**src/rtl/poll_pkg.sv**
```systemverilog
package poll_pkg;
  typedef enum logic [1:0] {
    ST_IDLE   = 2'd0,
    ST_POLL   = 2'd1,
    ST_RBWAIT = 2'd2,
    ST_VERIFY = 2'd3
  } poll_st_t;

  localparam logic [1:0] MODE_POLARITY = 2'd0;
  localparam logic [1:0] MODE_ALTBIT   = 2'd1;
endpackage

```
**src/rtl/poll_sync.sv**
```systemverilog
module poll_sync #(
  parameter int STAGES = 2
) (
  input  logic clk,
  input  logic rst,
  input  logic d,
  output logic q
);
  logic [STAGES-1:0] sh;

  generate
    if (STAGES == 1) begin : g_one
      always_ff @(posedge clk) begin
        if (rst) sh <= '0;
        else     sh <= d;
      end
    end else begin : g_chain
      always_ff @(posedge clk) begin
        if (rst) sh <= '0;
        else     sh <= {sh[STAGES-2:0], d};
      end
    end
  endgenerate

  assign q = sh[STAGES-1];
endmodule

```
**src/rtl/poll_judge.sv**
```systemverilog
module poll_judge #(
  parameter int DW     = 8,
  parameter int DP_BIT = 7,
  parameter int TG_BIT = 6
) (
  input  logic          use_alt,
  input  logic          erase_op,
  input  logic          have_prev,
  input  logic [DW-1:0] exp_val,
  input  logic [DW-1:0] prev_val,
  input  logic [DW-1:0] rdata,
  output logic          complete,
  output logic          mismatch
);
  logic pol_hit;
  logic alt_hit;

  always_comb begin
    if (erase_op) pol_hit = rdata[DP_BIT];
    else          pol_hit = (rdata[DP_BIT] == exp_val[DP_BIT]);
    alt_hit  = have_prev && (rdata[TG_BIT] == prev_val[TG_BIT]);
    complete = use_alt ? alt_hit : pol_hit;
    mismatch = (rdata != exp_val);
  end
endmodule

```
**src/rtl/poll_timer.sv**
```systemverilog
module poll_timer #(
  parameter int TW = 16
) (
  input  logic          clk,
  input  logic          rst,
  input  logic          clear,
  input  logic          run,
  input  logic [TW-1:0] limit,
  output logic          expire
);
  logic [TW-1:0] cnt;

  always_ff @(posedge clk) begin
    if (rst)        cnt <= '0;
    else if (clear) cnt <= '0;
    else if (run)   cnt <= cnt + 1'b1;
  end

  assign expire = run && (limit != '0) && (cnt == limit - 1'b1);
endmodule

```
**src/rtl/flash_done_poller.sv**
```systemverilog
module flash_done_poller
  import poll_pkg::*;
#(
  parameter int DW          = 8,
  parameter int TW          = 16,
  parameter int SYNC_STAGES = 2,
  parameter int DP_BIT      = 7,
  parameter int TG_BIT      = 6
) (
  input  logic          clk,
  input  logic          rst,
  input  logic          start,
  input  logic [1:0]    mode,
  input  logic          is_erase,
  input  logic [DW-1:0] expect_data,
  input  logic [TW-1:0] timeout_limit,
  output logic          rd_req,
  input  logic          rd_valid,
  input  logic [DW-1:0] rd_data,
  input  logic          rb_n,
  output logic          busy,
  output logic          done,
  output logic          timeout,
  output logic          error
);
  poll_st_t      state;
  logic          alt_q;
  logic          erase_q;
  logic [DW-1:0] exp_q;
  logic [DW-1:0] prev_q;
  logic          have_q;
  logic [TW-1:0] lim_q;
  logic          done_q;
  logic          to_q;
  logic          err_q;

  logic rb_s;
  logic complete;
  logic mismatch;
  logic expire;
  logic beat;
  logic accept;
  logic detect;
  logic finish;
  logic go_verify;

  poll_sync #(.STAGES(SYNC_STAGES)) u_sync (
    .clk (clk),
    .rst (rst),
    .d   (rb_n),
    .q   (rb_s)
  );

  poll_judge #(.DW(DW), .DP_BIT(DP_BIT), .TG_BIT(TG_BIT)) u_judge (
    .use_alt   (alt_q),
    .erase_op  (erase_q),
    .have_prev (have_q),
    .exp_val   (exp_q),
    .prev_val  (prev_q),
    .rdata     (rd_data),
    .complete  (complete),
    .mismatch  (mismatch)
  );

  poll_timer #(.TW(TW)) u_tmr (
    .clk    (clk),
    .rst    (rst),
    .clear  (accept),
    .run    (state != ST_IDLE),
    .limit  (lim_q),
    .expire (expire)
  );

  always_comb begin
    rd_req    = (state == ST_POLL) || (state == ST_VERIFY);
    busy      = (state != ST_IDLE);
    beat      = rd_req && rd_valid;
    accept    = (state == ST_IDLE) && start;
    detect    = ((state == ST_POLL) && beat && complete) ||
                ((state == ST_RBWAIT) && rb_s);
    finish    = ((state == ST_VERIFY) && beat) || (detect && erase_q);
    go_verify = detect && !erase_q;
  end

  always_ff @(posedge clk) begin
    if (rst) begin
      state   <= ST_IDLE;
      alt_q   <= 1'b0;
      erase_q <= 1'b0;
      exp_q   <= '0;
      prev_q  <= '0;
      have_q  <= 1'b0;
      lim_q   <= '0;
      done_q  <= 1'b0;
      to_q    <= 1'b0;
      err_q   <= 1'b0;
    end else if (state == ST_IDLE) begin
      if (start) begin
        alt_q   <= (mode == MODE_ALTBIT);
        erase_q <= is_erase;
        exp_q   <= expect_data;
        lim_q   <= timeout_limit;
        have_q  <= 1'b0;
        done_q  <= 1'b0;
        to_q    <= 1'b0;
        err_q   <= 1'b0;
        state   <= mode[1] ? ST_RBWAIT : ST_POLL;
      end
    end else if (finish) begin
      state  <= ST_IDLE;
      done_q <= 1'b1;
      err_q  <= (state == ST_VERIFY) && mismatch;
    end else if (expire) begin
      state <= ST_IDLE;
      to_q  <= 1'b1;
    end else if (go_verify) begin
      state <= ST_VERIFY;
    end else if ((state == ST_POLL) && beat) begin
      prev_q <= rd_data;
      have_q <= 1'b1;
    end
  end

  assign done    = done_q;
  assign timeout = to_q;
  assign error   = err_q;
endmodule

```
**config.mk**
```make
export PLATFORM = sky130hd
export DESIGN_NAME = flash_done_poller
export DESIGN_NICKNAME = d
export VERILOG_FILES = /design/src/rtl/poll_pkg.sv /design/src/rtl/poll_sync.sv /design/src/rtl/poll_judge.sv /design/src/rtl/poll_timer.sv /design/src/rtl/flash_done_poller.sv
export SDC_FILE = /design/constraint.sdc
export NUM_CORES = 1
export LEC_CHECK = 0
export CAP_MARGIN = 10
export CORE_ASPECT_RATIO = 1.25
export CORE_MARGIN = 3
export CORE_UTILIZATION = 45
export DETAILED_ROUTE_END_ITERATION = 10
export PLACE_DENSITY = 0.68
export REMOVE_ABC_BUFFERS = 1
export SLEW_MARGIN = 10
export SYNTH_ARGS = -nofsm -noshare
export SYNTH_HDL_FRONTEND = slang
export SYNTH_HIERARCHICAL = 1
export SYNTH_SLANG_ARGS = --single-unit
```
**constraint.sdc**
```tcl
create_clock -name clk -period 3.8 [get_ports clk]
set_input_delay 0.76 -clock clk [delete_from_list [all_inputs] [get_ports clk]]
set_output_delay 0.76 -clock clk [all_outputs]
set_load 0.1 [all_outputs]
```
==> results.sh <==
export IMPL_crit_slowest_cell="nor4b_2"
export IMPL_path_cells="inv_1 -> ha_1 -> nor3b_1 -> and3b_1 -> xnor2_1 -> o221ai_1 -> nor4b_2 -> nor2b_1 -> a2111oi_0 -> a211oi_1"
export IMPL_p_clk_share_pct=26.2
export IMPL_syn_inst=350
export IMPL_grt_max_degree=31
export IMPL_powerDensity_mw_per_mm2=435
export IMPL_dpl_hpwl_mm=4.62
export IMPL_relSlewSlack_pct=35.2
export IMPL_initial_core_util_pct=47.2
export IMPL_grt_busiest_layer="met2"
export IMPL_combinationalPowerShare_pct=32.0
export IMPL_grt_pass1_vias=2485
export IMPL_antenna_found_initial=0
export IMPL_post_place_ws_ns=0.703
export IMPL_chipWidth_microns=78.6
export IMPL_fin_crit_ns=3.12
export IMPL_finalSetupViolations=0
export IMPL_grt_use_met2_pct=30.0
export IMPL_crit_buf_inv=1
export IMPL_critPathLaunchType="flip-flop"
export IMPL_worst_path_dominant_cell_family="simple AND/OR/NAND/NOR gates"
export IMPL_clk_path_buf_depth=2
export IMPL_cts_hold_buf=0
export IMPL_switchingPower_uw=520
export IMPL_first_pass_iters=4
export IMPL_peakVddDrop_uv=349
export IMPL_final_common_cell="dfxtp_1"
export IMPL_cts_setup_buffers=0
export IMPL_drc_errors=0
export IMPL_p_int_uw=998
export IMPL_rsz0062_at_grt="no"
export IMPL_cts_tree="yes"
export IMPL_drt_wirelength_per_cell_microns=13.7
export IMPL_postRouteAntennaNets=0
export IMPL_syn2layout_area_growth_pct=17.7
export IMPL_clkLatencyLatePin_ns=0.31
export IMPL_hp_class="flip-flop to flip-flop"
export IMPL_clock_fmax_mhz=320
export IMPL_cts_root_buf="clkbuf_8"
export IMPL_grt_overflow_total=0
export IMPL_grt_pass1_wl_mm=10.9
export IMPL_track_usage_pct=17.4
export IMPL_p_leak_uw=0.00123
export IMPL_met1_usage_pct=21.1
export IMPL_cts_sinks=51
export IMPL_vias=2476
export IMPL_hold_slack_ns=0.454
export IMPL_run_status="finished, final reports clean"
export IMPL_synth_avg_cell_area_sq_um=8.47
export IMPL_rows=32
export IMPL_worst_slack_ns=0.676
export IMPL_end_kind="flip-flop"
export IMPL_finalWirelength_mm=6.38
export IMPL_path_clk_slew_ns=0.10
export IMPL_routabilityCongestion=0.878
export IMPL_htree_levels=2
export IMPL_die_h_microns=96.7
export IMPL_critical_path_max_fanout=7
export IMPL_port_buffers=44
export IMPL_final_cell_mix="dfxtp_1 (51), clkdlybuf4s50_1 (42), nand2_1 (38)"
export IMPL_postCtsResizedCells=0
export IMPL_cap_violations=0
export IMPL_yosysWarnings=6
export IMPL_numCtsBuffers=5
export IMPL_via_per_inst=5.31
export IMPL_max_stage_delay_ns=0.57
export IMPL_drv_slew=0
export IMPL_required_ns=3.99
export IMPL_diodes=0
export IMPL_seqPwrFrac_pct=41.8
export IMPL_grtUsageMet3_pct=3.82
export IMPL_sw_frac_of_total_pct=34.3
export IMPL_fin_tns_setup_ns=0
export IMPL_core_area_sq_mm=0.00629
export IMPL_crit_type="flip-flop to flip-flop"
export IMPL_fin_nets=422
export IMPL_die_area_sq_mm=0.00760
export IMPL_worst_slew_pin_slew_ns=0.969
export IMPL_drive_gt1_share_pct=17.8
export IMPL_hold_viol=0
export IMPL_skew_ns=0.00902
export IMPL_initialDrtViolationCount=134
export IMPL_io_pins=45
export IMPL_synth_area_sq_mm=0.00296
export IMPL_arrival_ns=3.31
export IMPL_post_route_period_util_pct=82.2
final timing paths:
kind | from | end | slack, ns | depth (start not counted)
min | u_sync/sh[0]$_SDFF_PP0_ | u_sync/sh[1]$_SDFF_PP0_ | 0.45 | 1
max reg2reg | lim_q[0]$_SDFFE_PP0P_ | state[1]$_SDFFE_PP0P_ | 0.68 | 10
max | lim_q[0]$_SDFFE_PP0P_ | state[1]$_SDFFE_PP0P_ | 0.68 | 10
min reg2reg | u_sync/sh[0]$_SDFF_PP0_ | u_sync/sh[1]$_SDFF_PP0_ | 0.45 | 1
routing by layer:
| layer | routed length (microns) | vias to the layer above |
|---|---|---|
| met3 | 225 | 11 |
| met5 | 0 | - |
| met2 | 3170 | 53 |
| met1 | 2870 | 1151 |
| met4 | 106 | 0 |
| li1 | - | 1261 |
per-stage QoR:
stage	instances	utilization, %	power (uW)	cell area (sq um)
5_1_grt	466	55.5	1610	3490
2_1_floorplan	327	-	989	2820
6_report	466	55.5	1520	3490
4_1_cts	466	55.5	1530	3490
3_3_place_gp	458	53.6	1130	3370
3_5_place_dp	458	53.6	1130	3370
layout make-up:
class / count / area, sq um
Clock buffer: 6 / 82.6
Clock inverter: 2 / 35.0
Fill cell: 621 / 2800
Inverter: 8 / 35.0
Multi-Input combinational cell: 268 / 1760
Sequential cell: 51 / 1020
Tap cell: 85 / 106
Timing Repair Buffer: 46 / 448
state kept, by name, summed over array words and instances (netlist names):
signal     count
done           1
timeout        1
prev_q         1
alt_q          1
state          2
exp_q          8
erase_q        1
u_sync/sh      2
u_tmr/cnt     16
lim_q         16
have_q         1
error          1
power groups by stage:
stage	combinational [uW]	sequential, uW	clock, uW
2_1_floorplan	330	659	0
3_3_place_gp	481	645	0
3_5_place_dp	487	647	0
4_1_cts	489	635	408
5_1_grt	534	643	428
6_report	486	635	398
No activity file was read; power rests on OpenSTA's default activity.
